==> config.mk <==
export PLATFORM = sky130hd
export DESIGN_NAME = h2d_burst_writer
export DESIGN_NICKNAME = d
export VERILOG_FILES = /design/src/rtl/h2d_wr_pkg.sv /design/src/rtl/h2d_allowance_gate.sv /design/src/rtl/h2d_burst_planner.sv /design/src/rtl/h2d_burst_writer.sv
export SDC_FILE = /design/constraint.sdc
export NUM_CORES = 1
export LEC_CHECK = 0
export BUFFER_PORTS_ARGS = -buffer_cell sky130_fd_sc_hd__buf_2
export CORE_AREA = 2 2 434 436
export DETAILED_ROUTE_END_ITERATION = 6
export DIE_AREA = 0 0 436 438
export PLACE_DENSITY = 0.33
export SETUP_SLACK_MARGIN = 0.05
export SLEW_MARGIN = 20
export SYNTH_ARGS = -nofsm -noshare
export SYNTH_HDL_FRONTEND = slang
export SYNTH_SLANG_ARGS = --single-unit
==> constraint.sdc <==
create_clock -name clk -period 4.33 [get_ports clk]
set_input_delay 0.433 -clock clk [delete_from_list [all_inputs] [get_ports clk]]
set_output_delay 0.433 -clock clk [all_outputs]
set_load 0.02 [all_outputs]
==> src/rtl/h2d_wr_pkg.sv <==
package h2d_wr_pkg;

  // Longest burst in words for a given data width.
  function automatic int unsigned burst_cap(input int unsigned width);
    return 4096 / width;
  endfunction

  // Words that may still be written while wait-request is high.
  function automatic int unsigned wait_allowance(input int unsigned width);
    return 8192 / width;
  endfunction

  // Bits needed to hold the value v itself.
  function automatic int unsigned bits_for(input int unsigned v);
    return $clog2(v + 1);
  endfunction

endpackage

==> src/rtl/h2d_allowance_gate.sv <==
module h2d_allowance_gate #(
  parameter int unsigned ALLOW = 16,
  parameter int unsigned CNT_W = 5
) (
  input  logic clk,
  input  logic rst_n,
  input  logic waitrequest,
  input  logic beat_fire,
  output logic may_issue
);

  logic [CNT_W-1:0] cnt_q, cnt_n;
  logic             cnt_en;

  always_comb begin
    cnt_n  = cnt_q;
    cnt_en = 1'b0;
    if (!waitrequest) begin
      cnt_n  = '0;
      cnt_en = (cnt_q != '0);
    end else if (beat_fire) begin
      cnt_n  = cnt_q + CNT_W'(1);
      cnt_en = 1'b1;
    end
  end

  always_ff @(posedge clk or negedge rst_n) begin
    if (!rst_n) begin
      cnt_q <= '0;
    end else if (cnt_en) begin
      cnt_q <= cnt_n;
    end
  end

  assign may_issue = !waitrequest || (cnt_q < CNT_W'(ALLOW));

  // no word once the allowance is spent
  a_r5_allowance_respected: assert property (@(posedge clk) disable iff (!rst_n)
    (waitrequest && (cnt_q >= CNT_W'(ALLOW))) |-> !beat_fire);

  // counter restarts whenever wait-request is low
  a_r5_count_restarts: assert property (@(posedge clk) disable iff (!rst_n)
    !waitrequest |=> (cnt_q == '0));

endmodule

==> src/rtl/h2d_burst_planner.sv <==
module h2d_burst_planner #(
  parameter int unsigned DATA_W    = 512,
  parameter int unsigned ADDR_W    = 32,
  parameter int unsigned LEN_W     = 16,
  parameter int unsigned MAX_BURST = 8,
  parameter int unsigned BC_W      = 4
) (
  input  logic              clk,
  input  logic              rst_n,
  input  logic              start,
  input  logic [ADDR_W-1:0] start_addr,
  input  logic [LEN_W-1:0]  total_beats,
  input  logic              beat_fire,
  output logic              busy,
  output logic              done,
  output logic [ADDR_W-1:0] wr_address,
  output logic [BC_W-1:0]   wr_burstcount
);

  localparam int unsigned BEAT_SHIFT = $clog2(DATA_W / 8);

  logic              busy_q, busy_n;
  logic              done_q, done_n;
  logic [ADDR_W-1:0] addr_q, addr_n;
  logic [LEN_W-1:0]  rem_q, rem_n;
  logic [BC_W-1:0]   left_q, left_n;
  logic [BC_W-1:0]   blen_q, blen_n;

  logic [BC_W-1:0]   new_len;
  logic [BC_W-1:0]   cur_len;
  logic              first_beat;
  logic              last_in_burst;
  logic              take_start;
  logic              step;
  logic              reg_en;

  assign first_beat    = (left_q == '0);
  assign new_len       = (rem_q < LEN_W'(MAX_BURST)) ? BC_W'(rem_q) : BC_W'(MAX_BURST);
  assign cur_len       = first_beat ? new_len : blen_q;
  assign last_in_burst = first_beat ? (new_len == BC_W'(1)) : (left_q == BC_W'(1));
  assign take_start    = start && !busy_q;
  assign step          = busy_q && beat_fire;
  assign reg_en        = take_start || step || done_q;

  always_comb begin
    busy_n = busy_q;
    done_n = 1'b0;
    addr_n = addr_q;
    rem_n  = rem_q;
    left_n = left_q;
    blen_n = blen_q;
    if (take_start) begin
      addr_n = start_addr;
      rem_n  = total_beats;
      left_n = '0;
      blen_n = '0;
      busy_n = (total_beats != '0);
      done_n = (total_beats == '0);
    end else if (step) begin
      rem_n = rem_q - LEN_W'(1);
      if (first_beat) begin
        blen_n = new_len;
        left_n = new_len - BC_W'(1);
      end else begin
        left_n = left_q - BC_W'(1);
      end
      if (last_in_burst) begin
        addr_n = addr_q + (ADDR_W'(cur_len) << BEAT_SHIFT);
      end
      if (rem_q == LEN_W'(1)) begin
        busy_n = 1'b0;
        done_n = 1'b1;
      end
    end
  end

  always_ff @(posedge clk or negedge rst_n) begin
    if (!rst_n) begin
      busy_q <= 1'b0;
      done_q <= 1'b0;
      addr_q <= '0;
      rem_q  <= '0;
      left_q <= '0;
      blen_q <= '0;
    end else if (reg_en) begin
      busy_q <= busy_n;
      done_q <= done_n;
      addr_q <= addr_n;
      rem_q  <= rem_n;
      left_q <= left_n;
      blen_q <= blen_n;
    end
  end

  assign busy          = busy_q;
  assign done          = done_q;
  assign wr_address    = addr_q;
  assign wr_burstcount = (busy_q && first_beat) ? new_len : '0;

  // done lasts a single cycle
  a_r7_done_single: assert property (@(posedge clk) disable iff (!rst_n)
    done_q |=> !done_q);

  // a running job changes only when a word is written
  a_r8_job_held: assert property (@(posedge clk) disable iff (!rst_n)
    (busy_q && !beat_fire) |=> ($stable(rem_q) && $stable(addr_q)));

  // middle words of a burst carry no burst count
  a_r2_mid_burst_zero: assert property (@(posedge clk) disable iff (!rst_n)
    (busy_q && (left_q != '0)) |-> (wr_burstcount == '0));

  // a running job always has words left
  a_r3_no_underrun: assert property (@(posedge clk) disable iff (!rst_n)
    busy_q |-> (rem_q != '0));

endmodule

==> src/rtl/h2d_burst_writer.sv <==
module h2d_burst_writer #(
  parameter int unsigned DATA_W = 512,
  parameter int unsigned ADDR_W = 32,
  parameter int unsigned LEN_W  = 16,
  localparam int unsigned MAX_BURST = h2d_wr_pkg::burst_cap(DATA_W),
  localparam int unsigned ALLOW     = h2d_wr_pkg::wait_allowance(DATA_W),
  localparam int unsigned BC_W      = h2d_wr_pkg::bits_for(MAX_BURST),
  localparam int unsigned CNT_W     = h2d_wr_pkg::bits_for(ALLOW)
) (
  input  logic              clk,
  input  logic              rst_n,
  input  logic              start,
  input  logic [ADDR_W-1:0] start_addr,
  input  logic [LEN_W-1:0]  total_beats,
  output logic              busy,
  output logic              done,
  input  logic [DATA_W-1:0] s_data,
  input  logic              s_valid,
  output logic              s_ready,
  output logic [ADDR_W-1:0] m_address,
  output logic              m_write,
  output logic [DATA_W-1:0] m_writedata,
  output logic [BC_W-1:0]   m_burstcount,
  input  logic              m_waitrequest
);

  logic may_issue;
  logic beat_fire;
  logic busy_i;

  h2d_burst_planner #(
    .DATA_W    (DATA_W),
    .ADDR_W    (ADDR_W),
    .LEN_W     (LEN_W),
    .MAX_BURST (MAX_BURST),
    .BC_W      (BC_W)
  ) u_plan (
    .clk           (clk),
    .rst_n         (rst_n),
    .start         (start),
    .start_addr    (start_addr),
    .total_beats   (total_beats),
    .beat_fire     (beat_fire),
    .busy          (busy_i),
    .done          (done),
    .wr_address    (m_address),
    .wr_burstcount (m_burstcount)
  );

  h2d_allowance_gate #(
    .ALLOW (ALLOW),
    .CNT_W (CNT_W)
  ) u_gate (
    .clk         (clk),
    .rst_n       (rst_n),
    .waitrequest (m_waitrequest),
    .beat_fire   (beat_fire),
    .may_issue   (may_issue)
  );

  assign s_ready     = busy_i && may_issue;
  assign beat_fire   = s_valid && s_ready;
  assign m_write     = beat_fire;
  assign m_writedata = s_data;
  assign busy        = busy_i;

  // every write is an accepted stream word
  a_r6_write_is_handshake: assert property (@(posedge clk) disable iff (!rst_n)
    m_write |-> (s_valid && s_ready));

  // idle block neither takes nor writes words
  a_r10_idle_quiet: assert property (@(posedge clk) disable iff (!rst_n)
    !busy_i |-> (!s_ready && !m_write));

endmodule

==> results.sh <==
export IMPL_clk_path_buf_depth=2
export IMPL_rsz0062_at_grt="no"
export IMPL_antenna_found_initial=39
export IMPL_place_ws_ns=0.436
export IMPL_die_area_um2=191000
export IMPL_io_buffers=92
export IMPL_tightest_slew_ns=0.750
export IMPL_vias_per_cell=1.58
export IMPL_ctsRootBufferMaster="clkbuf_16"
export IMPL_reg2reg_depth=14
export IMPL_area_growth_pct=1.13
export IMPL_clkTransAtPathRegs_ns=0.06
export IMPL_yosysSeqAreaShare=0.212
export IMPL_post_route_min_period_ns=3.93
export IMPL_whs_ns=0.103
export IMPL_cp_end_kind="register"
export IMPL_path_max_fanout=11
export IMPL_p_sw_frac=0.480
export IMPL_gp_congestion=0.665
export IMPL_grt_pass1_vias=4631
export IMPL_crit_type="reg2reg"
export IMPL_ir_drop_mv=0.196
export IMPL_maxSlewHeadroom=0.496
export IMPL_maxSlewViolCount=0
export IMPL_die_h_um=438
export IMPL_synth_cell_area_um2=7450
export IMPL_utilization=0.0404
export IMPL_grt_overflow=0
export IMPL_yosys_warnings=0
export IMPL_cts_buffers=9
export IMPL_cts_tree="done"
export IMPL_coreArea_um2=187000
export IMPL_drt_total_wl_mm=69.3
export IMPL_min_path_type="in2async"
export IMPL_h_tree_depth=3
export IMPL_reg2reg_to="u_plan.wr_address[30]$_DFFE_PN0P_"
export IMPL_tns_ns=0
export IMPL_ios=1117
export IMPL_rows=159
export IMPL_grt_util_all_layers=0.0699
export IMPL_ys_types=51
export IMPL_dp_hpwl_mm=62.0
export IMPL_crit_arrival_ns=4.22
export IMPL_fin_ws_ns=0.399
export IMPL_fin_crit_sh=0.908
export IMPL_fmax_mhz=254
export IMPL_grt_pass1_wl_mm=80.0
export IMPL_power_share_sequential=0.321
export IMPL_postCtsSetupBuffers=0
export IMPL_start_util=0.0399
export IMPL_leakagePower_nw=2.05
export IMPL_ys_ff_latch=63
export IMPL_final_hold_viol_count=0
export IMPL_drt_first_pass_iters=4
export IMPL_cts_hold_buf=0
export IMPL_outcome="complete, no violations"
export IMPL_p_comb_frac=0.435
export IMPL_place_inst=2988
export IMPL_start_kind="register"
export IMPL_ant_nets=0
export IMPL_required_ns=4.62
export IMPL_avgSynthCellArea_um2=8.06
export IMPL_cap_violations=0
export IMPL_worstSkewPairLatency_ns=0.38
export IMPL_fin_worst_skew_ns=0.0194
export IMPL_grt_max_degree=64
export IMPL_ff2ff_setup_slack_ns=0.40
export IMPL_die_x_um=436
export IMPL_netlist_instances=924
export IMPL_fin_cells=3010
export IMPL_drt_iter0_markers=334
export IMPL_finalSetupViolations=0
export IMPL_clock_sinks=63
export IMPL_reg2reg_from="u_plan.rem_q[5]$_DFFE_PN0P_"
export IMPL_cellPowerDensity_nw_per_um2=469
export IMPL_fillCellCount=22400
export IMPL_intPower_mw=1.83
export IMPL_cts_resized=0
export IMPL_vias=4746
export IMPL_clkPwrFrac=0.244
export IMPL_drcViolationCount=0
export IMPL_wl_per_cell_um=23.0
export IMPL_nets=1084
export IMPL_drive_gt1_frac=0.242
export IMPL_postSynthNetCount=1504
export IMPL_switchingPower_mw=1.70
[cell usage after synthesis, drive strengths merged]
| cell | number | area [um^2] |
|---|---|---|
| a221o | 4 | 40.0 |
| nand2b | 2 | 12.5 |
| a32o | 1 | 10.0 |
| nand2 | 76 | 285 |
| fa | 1 | 20.0 |
| ha | 14 | 175 |
| nor4 | 6 | 52.6 |
| nand4 | 6 | 37.5 |
| o311a | 1 | 10.0 |
| and2 | 4 | 25.0 |
| xor2 | 13 | 114 |
| a21oi | 13 | 65.1 |
| or4 | 3 | 22.5 |
| xnor2 | 4 | 35.0 |
| a22oi | 1 | 7.51 |
| and3 | 2 | 12.5 |
| o21bai | 1 | 7.51 |
| or4b | 1 | 10.0 |
| nor3 | 9 | 45.0 |
| clkbuf | 15 | 56.3 |
| dfrtp | 63 | 1580 |
| a211o | 1 | 8.76 |
| buf | 517 | 3860 |
| inv | 15 | 56.3 |
| nor4b | 1 | 8.76 |
| nor2 | 28 | 108 |
| nand3b | 1 | 7.51 |
| nor3b | 1 | 7.51 |
| nand3 | 15 | 75.1 |
| or2 | 2 | 12.5 |
| o221ai | 1 | 8.76 |
| a22o | 1 | 8.76 |
| or3 | 12 | 85.1 |
| and4 | 1 | 8.76 |
| mux2i | 3 | 30.0 |
| nor2b | 2 | 12.5 |
| o21ai | 44 | 220 |
| and4b | 1 | 10.0 |
| a21boi | 1 | 7.51 |
| a41oi | 1 | 8.76 |
| a31oi | 10 | 62.6 |
| o311ai | 5 | 43.8 |
| o211ai | 11 | 82.6 |
| o2111ai | 10 | 87.6 |
[cell families (layout without fill, tap and decap cells)]
family	after synthesis	in the layout	synth area share
AND/OR/NAND/NOR	173	173	0.113
buffers and inverters	547	132	0.534
flip-flops	63	63	0.212
multiplexers	3	3	0.00403
other	0	6	0
adder cells (fa/ha/maj)	15	15	0.0262
AO/OA/AOI/OAI	106	106	0.0912
XOR/XNOR	17	17	0.0200
[stage by stage]
stage	total power [mW]	area [um^2]
floorplan	2.60	7450
global route	3.87	7530
global placement	2.82	7190
detailed placement	2.80	7190
CTS	3.72	7510
finish	3.53	7530
[placed cells by master, fill, tap and decap left out, types with 11 or more instances in the layout]
master    count
dfrtp_1      63
buf_2        91
nor2_1       27
nand3_1      15
xor2_1       13
a21oi_1      13
ha_1         14
nand2_1      76
o21ai_0      43
o211ai_1     11
inv_1        15
[flip-flops by register name, summed over array words and instances, names as in the netlist]
signal	cells
u_plan.busy	1
u_plan.done	1
u_plan.left_q	4
u_plan.wr_address	32
u_plan.blen_q	4
u_gate.cnt_q	5
u_plan.rem_q	16
[per-layer routing]
metal  vias to the layer above  part of all wire  track usage
met2                       819              0.43        0.103
met3                       233              0.30       0.0978
met4                        38             0.048       0.0327
met5                         -             0.010       0.0206
met1                      1963              0.22       0.0441
li1                       1693                 -            -
[power by group through the flow]
stage / registers, mW / clock network (mW) / logic, mW
after CTS: 1.14 / 0.918 / 1.66
after global routing: 1.18 / 0.935 / 1.75
after floorplan: 1.22 / 0 / 1.38
after detailed placement: 1.14 / 0 / 1.66
final: 1.13 / 0.860 / 1.54
after global placement: 1.15 / 0 / 1.68
[worst max-delay path, cell delays in order (launching register included)]
cell and delay [ns]:
dfrtp_1 0.40, or3_4 0.40, or3_4 0.42, nor3_1 0.22
buf_4 0.18, nand2_1 0.13, o21ai_0 0.19, ha_1 0.20
inv_1 0.06, fa_1 0.39, nand3b_1 0.17, nand2_1 0.25
o2111ai_1 0.27, or3_1 0.39, a31oi_1 0.18
[area by class of cell]
cell class	instances	area, um^2	share of cell area
flip-flops and latches	63	1580	0.209
inverters	15	56.3	0.00748
diodes	6	15.0	0.00199
multi-input cells	314	1900	0.253
clock buffers	12	246	0.0327
clock inverters	4	77.6	0.0103
repair buffers	101	534	0.0710
well taps	2495	3120	0.415
[worst max path at each step]
stage,start,to,slack (ns),depth (start not counted)
2_1_floorplan,u_plan.rem_q[5]$_DFFE_PN0P_,u_plan.wr_address[30]$_DFFE_PN0P_,0.66,14
3_3_place_gp,u_plan.rem_q[5]$_DFFE_PN0P_,u_plan.wr_address[30]$_DFFE_PN0P_,0.45,14
3_5_place_dp,u_plan.rem_q[5]$_DFFE_PN0P_,u_plan.wr_address[28]$_DFFE_PN0P_,0.44,14
4_1_cts,u_plan.rem_q[4]$_DFFE_PN0P_,u_plan.wr_address[28]$_DFFE_PN0P_,0.39,14
5_1_grt,u_plan.rem_q[4]$_DFFE_PN0P_,u_plan.wr_address[30]$_DFFE_PN0P_,0.11,13
6_report,u_plan.rem_q[5]$_DFFE_PN0P_,u_plan.wr_address[30]$_DFFE_PN0P_,0.40,14
(Power assumes the default switching activity.)
